[src/rtl/dmard_pkg.sv]
package dmard_pkg;

  typedef enum logic [1:0] {
    ST_IDLE,
    ST_SEND,
    ST_WAIT
  } stateT;

  // Strobes from control to datapath
  typedef struct packed {
    logic       latchReq;
    logic [1:0] beatSel;
    logic       captureOk;
    logic       captureFail;
    logic       flagTimeout;
  } strobeT;

  localparam logic [2:0] FMT_SHORT_NODATA = 3'b000;
  localparam logic [2:0] FMT_LONG_NODATA  = 3'b001;
  localparam logic [2:0] FMT_SHORT_DATA   = 3'b010;
  localparam logic [4:0] TYPE_MEMRD       = 5'b00000;
  localparam logic [4:0] TYPE_CPL         = 5'b01010;
  localparam logic [2:0] CPL_SUCCESS      = 3'b000;
  localparam logic [9:0] LEN_ONE_DW       = 10'd1;
  localparam logic [3:0] BE_LAST_NONE     = 4'b0000;
  localparam logic [3:0] BE_FIRST_ALL     = 4'b1111;

endpackage

[src/rtl/dmard_ctrl.sv]
module dmard_ctrl
  import dmard_pkg::*;
#(
  parameter int TMO_W = 16
) (
  input  logic             clk,
  input  logic             rstN,
  input  logic             startWe,
  input  logic             is4dw,
  input  logic             txReady,
  input  logic             cplMatch,
  input  logic             cplGood,
  input  logic [TMO_W-1:0] timeoutCycles,
  output strobeT           strb,
  output logic             txValid,
  output logic             txSop,
  output logic             txEop,
  output logic             busy
);

  localparam logic [1:0] LAST_SHORT = 2'd2;
  localparam logic [1:0] LAST_LONG  = 2'd3;

  stateT            state;
  logic [1:0]       beatIdx;
  logic [TMO_W-1:0] waitCnt;
  logic [TMO_W-1:0] tmoLimit;
  logic             lastBeat;
  logic             waitEnd;

  assign lastBeat = (beatIdx == (is4dw ? LAST_LONG : LAST_SHORT));
  assign txValid  = (state == ST_SEND);
  assign txSop    = txValid && (beatIdx == 2'd0);
  assign txEop    = txValid && lastBeat;
  assign busy     = (state != ST_IDLE);

  always_comb begin
    strb          = '0;
    strb.beatSel  = beatIdx;
    strb.latchReq = (state == ST_IDLE) && startWe;
    if (state == ST_WAIT) begin
      if (cplMatch) begin
        strb.captureOk   = cplGood;
        strb.captureFail = !cplGood;
      end else if ((tmoLimit != '0) && (waitCnt == tmoLimit - 1'b1)) begin
        strb.flagTimeout = 1'b1;
      end
    end
  end

  assign waitEnd = strb.captureOk || strb.captureFail || strb.flagTimeout;

  always_ff @(posedge clk) begin
    if (!rstN) begin
      state    <= ST_IDLE;
      beatIdx  <= '0;
      waitCnt  <= '0;
      tmoLimit <= '0;
    end else begin
      unique case (state)
        ST_IDLE: begin
          if (startWe) begin
            state    <= ST_SEND;
            beatIdx  <= '0;
            tmoLimit <= timeoutCycles;
          end
        end
        ST_SEND: begin
          if (txReady) begin
            if (lastBeat) begin
              state   <= ST_WAIT;
              waitCnt <= '0;
            end else begin
              beatIdx <= beatIdx + 2'd1;
            end
          end
        end
        ST_WAIT: begin
          if (waitEnd) state <= ST_IDLE;
          else         waitCnt <= waitCnt + 1'b1;
        end
        default: state <= ST_IDLE;
      endcase
    end
  end

  // an idle launch produces the first header beat next cycle
  assert_launch_R10: assert property (@(posedge clk) disable iff (!rstN)
    (!busy && startWe) |=> (txValid && txSop));

  // markers never both raised on the first beat of a long header
  assert_eop_last_R4: assert property (@(posedge clk) disable iff (!rstN)
    (txValid && txSop && is4dw) |-> !txEop);

endmodule

[src/rtl/dmard_dp.sv]
module dmard_dp
  import dmard_pkg::*;
#(
  parameter int ADDR_W = 64,
  parameter int TAG_W  = 8,
  parameter int RID_W  = 16
) (
  input  logic              clk,
  input  logic              rstN,
  input  strobeT            strb,
  input  logic [RID_W-1:0]  cfgReqId,
  input  logic              regAddrWe,
  input  logic [ADDR_W-1:0] regAddrData,
  input  logic [31:0]       rxData,
  input  logic              rxValid,
  input  logic              rxSop,
  input  logic              rxEop,
  output logic              is4dw,
  output logic [31:0]       txData,
  output logic              cplMatch,
  output logic              cplGood,
  output logic [31:0]       rdData,
  output logic              done,
  output logic              errCpl,
  output logic [2:0]        errStatus,
  output logic              errTimeout
);

  localparam int LO_W = 32;
  localparam int HI_W = ADDR_W - LO_W;

  logic [ADDR_W-1:0] addrReg;
  logic [ADDR_W-1:0] reqAddr;
  logic [TAG_W-1:0]  nextTag;
  logic [TAG_W-1:0]  reqTag;
  logic [LO_W-1:0]   addrLoDw;
  logic [LO_W-1:0]   addrHiDw;

  // completion parser state
  logic [1:0]       rxIdx;
  logic [1:0]       rxPos;
  logic [2:0]       fmtR;
  logic [4:0]       typR;
  logic [2:0]       stsR;
  logic [TAG_W-1:0] tagR;
  logic [TAG_W-1:0] tagNow;
  logic             endNoData;
  logic             endData;

  assign is4dw    = |reqAddr[ADDR_W-1:LO_W];
  assign addrLoDw = {reqAddr[LO_W-1:2], 2'b00};

  generate
    if (HI_W >= LO_W) begin : g_hiFull
      assign addrHiDw = reqAddr[LO_W +: LO_W];
    end else begin : g_hiPad
      assign addrHiDw = {{(LO_W-HI_W){1'b0}}, reqAddr[ADDR_W-1:LO_W]};
    end
  endgenerate

  // header beat select
  always_comb begin
    unique case (strb.beatSel)
      2'd0: txData = {(is4dw ? FMT_LONG_NODATA : FMT_SHORT_NODATA), TYPE_MEMRD,
                      14'd0, LEN_ONE_DW};
      2'd1: txData = {cfgReqId, reqTag, BE_LAST_NONE, BE_FIRST_ALL};
      2'd2: txData = is4dw ? addrHiDw : addrLoDw;
      default: txData = addrLoDw;
    endcase
  end

  always_ff @(posedge clk) begin
    if (!rstN) begin
      addrReg <= '0;
      reqAddr <= '0;
      nextTag <= '0;
      reqTag  <= '0;
    end else begin
      if (regAddrWe) addrReg <= regAddrData;
      if (strb.latchReq) begin
        reqAddr <= addrReg;
        reqTag  <= nextTag;
        nextTag <= nextTag + 1'b1;
      end
    end
  end

  // completion beat position and field capture
  assign rxPos = rxSop ? 2'd0 : rxIdx;

  always_ff @(posedge clk) begin
    if (!rstN) begin
      rxIdx <= '0;
      fmtR  <= '0;
      typR  <= '0;
      stsR  <= '0;
      tagR  <= '0;
    end else if (rxValid) begin
      if (rxSop) begin
        rxIdx <= 2'd1;
        fmtR  <= rxData[31:29];
        typR  <= rxData[28:24];
      end else begin
        if (rxIdx != 2'd3) rxIdx <= rxIdx + 2'd1;
        if (rxPos == 2'd1) stsR <= rxData[15:13];
        if (rxPos == 2'd2) tagR <= rxData[15:8];
      end
    end
  end

  assign tagNow    = (rxPos == 2'd2) ? rxData[15:8] : tagR;
  assign endNoData = (rxPos == 2'd2) && (fmtR == FMT_SHORT_NODATA);
  assign endData   = (rxPos == 2'd3) && (fmtR == FMT_SHORT_DATA);
  assign cplMatch  = rxValid && rxEop && !rxSop && (typR == TYPE_CPL) &&
                     (tagNow == reqTag) && (endNoData || endData);
  assign cplGood   = endData && (stsR == CPL_SUCCESS);

  // result flags
  always_ff @(posedge clk) begin
    if (!rstN) begin
      rdData     <= '0;
      done       <= 1'b0;
      errCpl     <= 1'b0;
      errStatus  <= '0;
      errTimeout <= 1'b0;
    end else begin
      if (strb.latchReq) begin
        done       <= 1'b0;
        errCpl     <= 1'b0;
        errStatus  <= '0;
        errTimeout <= 1'b0;
      end
      if (strb.captureOk) begin
        done   <= 1'b1;
        rdData <= rxData;
      end
      if (strb.captureFail) begin
        errCpl    <= 1'b1;
        errStatus <= stsR;
      end
      if (strb.flagTimeout) errTimeout <= 1'b1;
    end
  end

  // each accepted launch steps the tag counter by one
  assert_tag_step_R5: assert property (@(posedge clk) disable iff (!rstN)
    strb.latchReq |=> (nextTag == $past(nextTag) + 1'b1));

  // a failure capture leaves the parsed status on the output
  assert_fail_status_R7: assert property (@(posedge clk) disable iff (!rstN)
    strb.captureFail |=> (errCpl && !done && errStatus == $past(stsR)));

endmodule

[src/rtl/dma_rd_requester.sv]
module dma_rd_requester
  import dmard_pkg::*;
#(
  parameter int ADDR_W = 64,
  parameter int TAG_W  = 8,
  parameter int TMO_W  = 16,
  parameter int RID_W  = 16
) (
  input  logic              clk,
  input  logic              rstN,
  input  logic [RID_W-1:0]  cfgReqId,
  input  logic [TMO_W-1:0]  timeoutCycles,
  input  logic              regAddrWe,
  input  logic [ADDR_W-1:0] regAddrData,
  input  logic              regStartWe,
  output logic [31:0]       txData,
  output logic              txValid,
  input  logic              txReady,
  output logic              txSop,
  output logic              txEop,
  input  logic [31:0]       rxData,
  input  logic              rxValid,
  input  logic              rxSop,
  input  logic              rxEop,
  output logic              busy,
  output logic              done,
  output logic              errCpl,
  output logic [2:0]        errStatus,
  output logic              errTimeout,
  output logic [31:0]       rdData
);

  strobeT strb;
  logic   is4dw;
  logic   cplMatch;
  logic   cplGood;

  dmard_ctrl #(.TMO_W(TMO_W)) uCtrl (
    .clk(clk), .rstN(rstN), .startWe(regStartWe), .is4dw(is4dw),
    .txReady(txReady), .cplMatch(cplMatch), .cplGood(cplGood),
    .timeoutCycles(timeoutCycles), .strb(strb), .txValid(txValid),
    .txSop(txSop), .txEop(txEop), .busy(busy)
  );

  dmard_dp #(.ADDR_W(ADDR_W), .TAG_W(TAG_W), .RID_W(RID_W)) uDp (
    .clk(clk), .rstN(rstN), .strb(strb), .cfgReqId(cfgReqId),
    .regAddrWe(regAddrWe), .regAddrData(regAddrData), .rxData(rxData),
    .rxValid(rxValid), .rxSop(rxSop), .rxEop(rxEop), .is4dw(is4dw),
    .txData(txData), .cplMatch(cplMatch), .cplGood(cplGood),
    .rdData(rdData), .done(done), .errCpl(errCpl), .errStatus(errStatus),
    .errTimeout(errTimeout)
  );

  // a stalled beat holds its data and markers
  assert_tx_hold_R4: assert property (@(posedge clk) disable iff (!rstN)
    (txValid && !txReady) |=> (txValid && $stable(txData) && $stable(txSop) && $stable(txEop)));

  // at most one outcome flag is ever raised
  assert_outcome_onehot_R6: assert property (@(posedge clk) disable iff (!rstN)
    $onehot0({done, errCpl, errTimeout}));

  // a timeout ends the request
  assert_timeout_idle_R9: assert property (@(posedge clk) disable iff (!rstN)
    $rose(errTimeout) |-> !busy);

  // nothing is sent while idle
  assert_idle_quiet_R11: assert property (@(posedge clk) disable iff (!rstN)
    !busy |-> !txValid);

endmodule

[config.mk]
export PLATFORM = sky130hd
export DESIGN_NAME = dma_rd_requester
export DESIGN_NICKNAME = d
export VERILOG_FILES = /design/src/rtl/dmard_pkg.sv /design/src/rtl/dmard_ctrl.sv /design/src/rtl/dmard_dp.sv /design/src/rtl/dma_rd_requester.sv
export SDC_FILE = /design/constraint.sdc
export NUM_CORES = 1
export LEC_CHECK = 0
export BUFFER_PORTS_ARGS = -buffer_cell sky130_fd_sc_hd__buf_2
export CORE_MARGIN = 2
export CORE_UTILIZATION = 56
export CTS_BUF_LIST = sky130_fd_sc_hd__clkbuf_16
export DETAILED_ROUTE_END_ITERATION = 6
export PLACE_DENSITY = 0.84
export SLEW_MARGIN = 20
export SYNTH_ARGS = -nofsm -noshare
export SYNTH_HDL_FRONTEND = slang
export SYNTH_SLANG_ARGS = --single-unit
[constraint.sdc]
create_clock -name clk -period 3.2 [get_ports clk]
set_input_delay 0.32 -clock clk [delete_from_list [all_inputs] [get_ports clk]]
set_output_delay 0.32 -clock clk [all_outputs]
set_load 0.005 [all_outputs]
### Yosys cells after proc, flatten, opt, wreduce, memory -nomap -nowiden

Cells that the tools add are included.

* flip-flop bits (word level): 239
* input port bits: 136
* output and inout bits: 74

* muxes and demuxes: 31
* equality and inequality tests: 19
* reduce and logical (&&, ||, !) cells: 38
* add/subtract/negate cells: 5
* bitwise operators: 1

Operators with widths (number)
* $pmux 32 s3: 1
* $mux 16: 3
* $mux 32: 1
* $pmux 16 s2: 1
* $reduce_or 32->1: 1
* $mux 2: 11
* $add 16x1->16 const B: 1
* $eq 16x16->1: 1
* $reduce_bool 16->1: 1
* $sub 16x1->16 const B: 1
* $reduce_bool 2->1: 7
* $logic_and 1x1->1: 12
* $ne 2x2->1 const B: 6
* $reduce_and 4->1: 3
* $mux 3: 3
* $add 8x1->8 const B: 1
* $eq 2x2->1 const B: 4
* $eq 8x8->1: 1
* $mux 1: 8
* $mux 8: 1
* $reduce_and 2->1: 4
* $eq 2x1->1 const B: 3
* $logic_not 3->1: 2
* $pmux 2 s3: 1
* other kinds (11): 16

### Depth between registers and ports, before layout

Gate-level depths: netlist of the first run.

* word-level depth: 12
* gate-level depth with buffers: 12
* mapped depth without buffers: 9

### By module

A second synthesis of the first run with hierarchy kept.

* cell total of the unflattened synthesis: 1177
* area total of the unflattened synthesis: 10895.4 µm²

Modules (own cells, without submodules)
* dmard_dp: area each 8554.5 µm², instances 1, cells an instance 893, seq. area each 3983.8 µm²
* dmard_ctrl: area each 2341.0 µm², instances 1, cells an instance 284, seq. area each 720.7 µm²

### Worst setup path before layout of the first run

OpenSTA, ideal clock, no wires.

* path type: reg2reg
* from: register uDp.rxIdx[0]
* to: register uDp.rdData[10]
* stages on the path, launching flop included: 10
* arrival time: 2.532 ns
* setup time: 0.116 ns
* buffers on the path: 2
* slack: 0.552 ns
* period minus slack after synthesis: 2.648 ns
* path through: dfxtp_1 -> or3b_1 -> buf_6 -> a221oi_1 -> nor2_1 -> or4b_4 -> nor3_4 -> buf_8 -> mux2i_1 -> nor2b_1

* longest elaborated chain between the ends: 8
* elaborated cells on any way between the ends: 13
* classes of those cells: eq/ne (3); mux (4); reduce/logical (6)

Ends and longest elaborated chain
* from (decl): RTL line dmard_dp.sv:40 `logic [1:0] rxIdx;`
* from (signal assigned): RTL line dmard_dp.sv:104 `if (rxIdx != 2'd3) rxIdx <= rxIdx + 2'd1;`
* $mux 2 *: RTL line dmard_dp.sv:89 `assign rxPos = rxSop ? 2'd0 : rxIdx;`
* $eq 2x2->1: RTL line dmard_dp.sv:111, dmard_dp.sv:112
* $mux 8
* $eq 8x8->1: RTL line dmard_dp.sv:115 `(tagNow == reqTag) && (endNoData || endData);`
* $logic_and 1x1->1: RTL line dmard_dp.sv:114 `assign cplMatch = rxValid && rxEop && !rxSop && (typR == TYPE_CPL) &&`
* $logic_and 1x1->1: RTL line dmard_dp.sv:115
* $mux 2 *: RTL line dmard_ctrl.sv:42 `if (cplMatch) begin`
* $mux 3 *: RTL line dmard_ctrl.sv:41 `if (state == ST_WAIT) begin`
* to (signal assigned): RTL line dmard_dp.sv:135 `rdData <= rxData;`
* to (decl): RTL line dmard_dp.sv:22 `output logic [31:0] rdData,`

Mark *: on every way between the ends. The rest lies on a longest branch, timed or not.
A chain may end at the register's enable or synchronous reset.

### Final worst setup path of the first run

* from: register uDp.rxIdx[0]
* to: register uDp.errStatus[1]

* longest elaborated chain between the ends: 9
* elaborated cells on any way between the ends: 16
* classes of those cells: eq/ne (3); mux (5); reduce/logical (8)

Ends and longest elaborated chain
* $mux 2 *: RTL line dmard_dp.sv:89
* $eq 2x2->1: RTL line dmard_dp.sv:111, dmard_dp.sv:112
* $mux 8
* $eq 8x8->1: RTL line dmard_dp.sv:115
* $logic_and 1x1->1: RTL line dmard_dp.sv:114
* $logic_and 1x1->1: RTL line dmard_dp.sv:115
* $mux 2 *: RTL line dmard_ctrl.sv:42
* $mux 3 *: RTL line dmard_ctrl.sv:41
* $mux 3 or $reduce_bool 2->1 (tied branches)
* to (signal assigned): RTL line dmard_dp.sv:139 `errStatus <= stsR;`
* to (decl): RTL line dmard_dp.sv:25 `output logic [2:0] errStatus,`

Marks and branches as above.

==> results of run 1 <==
where the power goes:
part	switching [mW]	internal [mW]	total, mW
Clock	1.23	2.14	3.37
Sequential	0.0769	3.02	3.10
Combinational	0.344	0.286	0.629
final cells by class:
class	count	share of cell area, %
diodes	1	0.01915
clock buffers	26	4.979
clock inverters	22	2.499
inverters	17	0.4883
multi-input cells	904	43.85
flip-flops and latches	235	36.00
well taps	260	2.489
repair buffers	235	9.671
repair_timing:
| action | in CTS | in global routing |
|---|---|---|
| hold endpoints to repair | 0 | 0 |
| endpoints found under the setup margin | 0 | 6 |
| buffers inserted | 0 | 3 |
tightest hold or removal path, delay by kind of cell:
| kind | cells | cell delay [ps] |
|---|---|---|
| buffers and inverters | 1 | 70 |
| AND/OR/NAND/NOR | 1 | 90 |
| multiplexers | 1 | 50 |
registers in the layout (all words and copies together), names as in the netlist:
| signal | flops |
|---|---|
| uDp.addrReg | 62 |
| uDp.reqAddr | 62 |
| uDp.rdData | 32 |
| uCtrl.tmoLimit | 16 |
| uCtrl.waitCnt | 16 |
| uDp.nextTag | 8 |
| uDp.reqTag | 8 |
| uDp.tagR | 8 |
| uDp.typR | 5 |
| uDp.errStatus | 3 |
| uDp.fmtR | 3 |
| uDp.stsR | 3 |
| uCtrl.beatIdx | 2 |
| uCtrl.state | 2 |
| uDp.rxIdx | 2 |
| uDp.done | 1 |
| uDp.errCpl | 1 |
| uDp.errTimeout | 1 |
per-stage QoR:
step	power (mW)	cell area, um^2
after floorplan	3.535	10890
after global placement	3.753	12070
after detailed placement	3.773	12070
after CTS	7.124	13040
after global routing	7.313	13070
final	7.094	13070
layer usage:
metal | vias up | global-route usage (%) | part of all wire (%)
li1 | 4639 | - | -
met1 | 4460 | 31.73 | 40
met2 | 371 | 47.69 | 49
met3 | 83 | 6.198 | 7.5
met4 | 0 | 10.27 | 3.4
met5 | - | 0 | 0
cell usage after synthesis, types with 10 or more instances:
| cell | number |
|---|---|
| a21boi_0 | 107 |
| a21oi_1 | 23 |
| a22oi_1 | 24 |
| and2_1 | 16 |
| clkbuf_1 | 73 |
| dfxtp_1 | 235 |
| inv_1 | 16 |
| mux2i_1 | 104 |
| nand2_1 | 255 |
| nand3_1 | 24 |
| nand4_1 | 11 |
| nor2_1 | 22 |
| nor2b_1 | 106 |
| nor4_1 | 11 |
| o21ai_0 | 41 |
| o31ai_1 | 10 |
| or4_1 | 10 |
| xnor2_1 | 13 |
| xor2_1 | 12 |
worst min-delay path by stage:
stage / to / depth (start not counted) / startpoint
after global placement: uDp.typR[3] / 2 / uDp.typR[3]
after CTS: uDp.addrReg[50] / 3 / regAddrData[50]
final: uDp.addrReg[31] / 3 / regAddrData[31]
after detailed placement: uDp.typR[3] / 2 / uDp.typR[3]
after floorplan: uDp.typR[3] / 2 / uDp.typR[3]
after global routing: uDp.addrReg[57] / 3 / regAddrData[57]
logic make-up (layout without fill, tap and decap cells):
| group | Yosys count | in the layout | synth area share (%) |
|---|---|---|---|
| compound gates | 250 | 250 | 16.00 |
| fa+ha+maj | 9 | 9 | 1.035 |
| simple gates | 513 | 513 | 23.66 |
| buf+inv | 102 | 300 | 4.172 |
| xor+xnor | 25 | 25 | 2.011 |
| other cells | 0 | 1 | 0 |
| flops | 235 | 235 | 43.22 |
| mux | 107 | 107 | 9.908 |
==> flow_metrics.env, run 1 <==
export IMPL_multi_input_area_um2=5731
export IMPL_antenna_found_initial=1
export IMPL_fp_dieH_um=143.4
export IMPL_place_gp_congestion=0.9404
export IMPL_cp_startpoint="uDp.rxIdx[0]"
export IMPL_cp_data_arrival_time_ps=3460
export IMPL_synth_area_per_cell_um2=8.772
export IMPL_cts_hold_buf=0
export IMPL_clk_pin_slew_ps=60
export IMPL_pre_cts_slack_ps=306.3
export IMPL_hold_class="primary input to flip-flop"
export IMPL_grt_pass1_wl_mm=45.20
export IMPL_ys_seq_elements=235
export IMPL_ir_drop_mv=0.4426
export IMPL_floorplan_io_pins=210
export IMPL_synthTopCellsByArea="dfxtp_1 43%, mux2i_1 9.6%, nand2_1 8.8%"
export IMPL_grt_use_total_pct=26.96
export IMPL_syn2layout_area_growth_pct=20.05
export IMPL_numCtsBuffers=26
export IMPL_h_tree_depth=1
export IMPL_crit_chain="or3b_1 -> buf_4 -> o41ai_1 -> nand4b_2 -> or2_2 -> o311ai_0 -> a21boi_0"
export IMPL_slew_violations=0
export IMPL_finalSetupViolations=0
export IMPL_run_status="finished, final reports clean"
export IMPL_dp_hpwl_mm=19.38
export IMPL_fmax_mhz=323.9
export IMPL_critPathMaxFanout=8
export IMPL_required_ps=3570
export IMPL_max_cap_viol_count=0
export IMPL_die_w_um=143.4
export IMPL_first_global_vias=9157
export IMPL_fillers=1485
export IMPL_synth_cell_types=68
export IMPL_route_detailed_drc=0
export IMPL_drt_first_iter_violations=690
export IMPL_critPathMaxStageDelay_ps=560
export IMPL_final_common_cell="nand2_1"
export IMPL_layout_common_cells="254 x nand2_1, 235 x dfxtp_1, 205 x buf_2"
export IMPL_fin_hold_ws_ps=40.43
export IMPL_powerDensity_nw_per_um2=542.9
export IMPL_cts_sinks=235
export IMPL_crit_path_end_kind="flip-flop"
export IMPL_syn_nets=1386
export IMPL_viasPerCell=5.619
export IMPL_worst_pin_slew_ps=1086
export IMPL_hold_viol_final=0
export IMPL_drtPass1Iterations=6
export IMPL_final_nets=1564
export IMPL_synth_area_um2=10890
export IMPL_final_core_util_pct=69.17
export IMPL_period_needed_ps=3088
export IMPL_critPathKind="flip-flop to flip-flop"
export IMPL_io_buffers=207
export IMPL_grt_ovfl_total=0
export IMPL_vias=9553
export IMPL_drive_above_1_share_pct=20.92
export IMPL_yosysTopAreaCell="dfxtp_1"
export IMPL_cts_tree="done"
export IMPL_cts_buffer_depth=3
export IMPL_startpoint_type="flip-flop"
export IMPL_ys_seq_area_share_pct=43.22
export IMPL_grt_setup_unrepaired="no"
export IMPL_ant_nets=0
export IMPL_r2r_end="uDp.errStatus[1]"
export IMPL_register_area_um2=4705
export IMPL_grt_max_degree=104
export IMPL_path_delay_family="simple AND/OR/NAND/NOR gates"
export IMPL_routed_wl_mm=28.60
export IMPL_synthCells=1241
export IMPL_finalCritPeriodShare_pct=96.49
export IMPL_clk_latency_ps=540
export IMPL_start_util_pct=57.62
export IMPL_fin_tns_setup_ps=0
export IMPL_wire_per_inst_um=16.82
export IMPL_crit_slowest_cell="or3b_1"
export IMPL_r2r_start="uDp.rxIdx[0]"
export IMPL_synth_edf_count=0
export IMPL_rows=50
export IMPL_core_area_um2=18890
export IMPL_fin_skew_ps=20.83
export IMPL_reg2reg_setup_slack_ps=110
export IMPL_slew_headroom_pct=27.59
export IMPL_r2r_cells=7
export IMPL_ctsResizeCount=0
export IMPL_crit_path_end="uDp.errStatus[1]"
export IMPL_path_depth=7
export IMPL_path_buf_inv=1
export IMPL_yosys_area_top_type_share_pct=43.22
export IMPL_cts_root_buf="clkbuf_16"
export IMPL_yosysWarnings=0
export IMPL_stdcell_count=1700
export IMPL_placed_cells=1648
export IMPL_ys_async_sr_fraction_pct=0
export IMPL_dieArea_um2=20570
export IMPL_worst_slack_ps=112.2
export IMPL_synth_flop_cell="dfxtp_1"
export IMPL_p_leak_nw=5.203
Note: power is estimated with default switching activity, not from simulation.
==> inputs of run 2 (changes only) <==
- PLACE_DENSITY: 0.84 -> 0.8
==> flow_metrics.env, run 2 (same netlist as run 1, synthesis figures left out) <==
export IMPL_critPathKind="flip-flop to primary output"
export IMPL_run_status="finished, final reports clean"
export IMPL_dpl_cell_area_um2=12040
export IMPL_ant_nets=0
export IMPL_placed_cells=1645
export IMPL_grt_ovfl_total=0
export IMPL_grt_max_degree=222
export IMPL_wire_per_inst_um=16.19
export IMPL_crit_chain="nor4_1 -> nand4_1 -> nor2_1 -> buf_4 -> a21o_1 -> buf_6 -> nand2_1 -> o21ai_0 -> buf_2"
export IMPL_path_depth=9
export IMPL_slew_violations=0
export IMPL_register_area_um2=4705
export IMPL_h_tree_depth=1
export IMPL_stdcell_count=1690
export IMPL_cts_sinks=235
export IMPL_vias=9284
export IMPL_hold_class="primary input to flip-flop"
export IMPL_hold_depth=3
export IMPL_clk_latency_ps=520
export IMPL_floorplan_io_pins=210
export IMPL_cts_buffer_depth=3
export IMPL_max_cap_viol_count=0
export IMPL_start_util_pct=57.62
export IMPL_grt_use_total_pct=26.06
export IMPL_path_delay_family="simple AND/OR/NAND/NOR gates"
export IMPL_crit_path_end_kind="primary output"
export IMPL_dieArea_um2=20570
export IMPL_crit_slowest_cell="dfxtp_1"
export IMPL_cts_tree="done"
export IMPL_drt_first_iter_violations=603
export IMPL_worst_pin_slew_ps=1073
export IMPL_route_detailed_drc=0
export IMPL_core_area_um2=18890
export IMPL_layout_common_cells="254 x nand2_1, 235 x dfxtp_1, 205 x buf_2"
export IMPL_clk_pin_slew_ps=60
export IMPL_fin_hold_ws_ps=50.92
export IMPL_rows=50
export IMPL_io_buffers=207
export IMPL_final_core_util_pct=67.72
export IMPL_grt_pass1_wl_mm=43.61
export IMPL_cts_root_buf="clkbuf_16"
export IMPL_fillers=1620
export IMPL_drive_above_1_share_pct=19.72
export IMPL_required_ps=2880
export IMPL_fp_dieH_um=143.4
export IMPL_finalInstanceArea_um2=12790
export IMPL_place_gp_congestion=0.8921
export IMPL_r2r_cells=9
export IMPL_total_power_mw=6.345
export IMPL_finalSetupViolations=0
export IMPL_critPathMaxStageDelay_ps=350
export IMPL_ir_drop_mv=0.4873
export IMPL_powerDensity_nw_per_um2=496.0
export IMPL_period_needed_ps=3028
export IMPL_critPathMaxFanout=24
export IMPL_antenna_diode_count=0
export IMPL_viasPerCell=5.493
export IMPL_final_nets=1559
export IMPL_antenna_found_initial=0
export IMPL_hold_viol_final=0
export IMPL_dp_hpwl_mm=18.78
export IMPL_multi_input_area_um2=5737
export IMPL_cp_data_arrival_time_ps=2710
export IMPL_fin_skew_ps=6.337
export IMPL_fmax_mhz=330.3
export IMPL_p_leak_nw=5.090
export IMPL_slew_headroom_pct=28.49
export IMPL_die_w_um=143.4
export IMPL_startpoint_type="flip-flop"
export IMPL_routed_wl_mm=27.36
export IMPL_finalCritPeriodShare_pct=94.62
export IMPL_syn2layout_area_growth_pct=17.53
export IMPL_final_common_cell="nand2_1"
export IMPL_numCtsBuffers=25
export IMPL_path_buf_inv=3
export IMPL_drtPass1Iterations=5
export IMPL_biggestRegsByFlops="uDp.addrReg (62), uDp.reqAddr (62), uDp.rdData (32)"
export IMPL_first_global_vias=8823
[run 2: path summary, 6_finish.rpt]
| kind | startpoint | endpoint | slack [ps] |
|---|---|---|---|
| hold reg to reg | uDp.addrReg[17] | uDp.reqAddr[17] | 460 |
| setup / recovery | uDp.reqAddr[49] | txData[3] | 170 |
| hold / removal | timeoutCycles[7] | uCtrl.tmoLimit[7] | 50 |
| setup reg to reg | uCtrl.tmoLimit[0] | uCtrl.state[1] | 230 |
[run 2: what timing repair did]
action	in CTS	in global routing
setup buffers	0	2
hold buffers	0	0
setup endpoints to repair	0	24
resized for setup	0	2
[run 2: layout make-up]
type / instances / area share (%)
flip-flops and latches: 235 / 36.77
well taps: 260 / 2.543
inverters: 17 / 0.4988
multi-input cells: 904 / 44.84
repair buffers: 231 / 9.672
clock buffers: 25 / 4.890
clock inverters: 18 / 0.7824
[run 2: per-stage QoR]
step,setup WS (ps),TNS (ps)
floorplan,552.4,0
global placement,365.9,0
detailed placement,283.3,0
CTS,44.20,0
global route,-3.596,-3.596
finish,172.1,0
[run 2: tightest hold or removal path, stage by stage]
cell and delay, ps:
buf_2 100, nand2_1 40, a21boi_0 60
[run 2: per-layer routing]
layer	vias up	routed length (um)	GRT usage (%)
met5	-	0	0
met4	0	842	8.617
met3	49	2014	6.831
met2	275	13270	45.59
met1	4354	11230	31.11
li1	4606	-	-
[run 2: report_power, final]
part / internal, mW / leakage [nW] / switching [mW] / total, mW
Sequential: 3.02 / 1.91 / 0.0746 / 3.10
Combinational: 0.295 / 2.79 / 0.341 / 0.636
Clock: 1.48 / 0.384 / 1.13 / 2.61
Total: 4.80 / 5.09 / 1.55 / 6.35
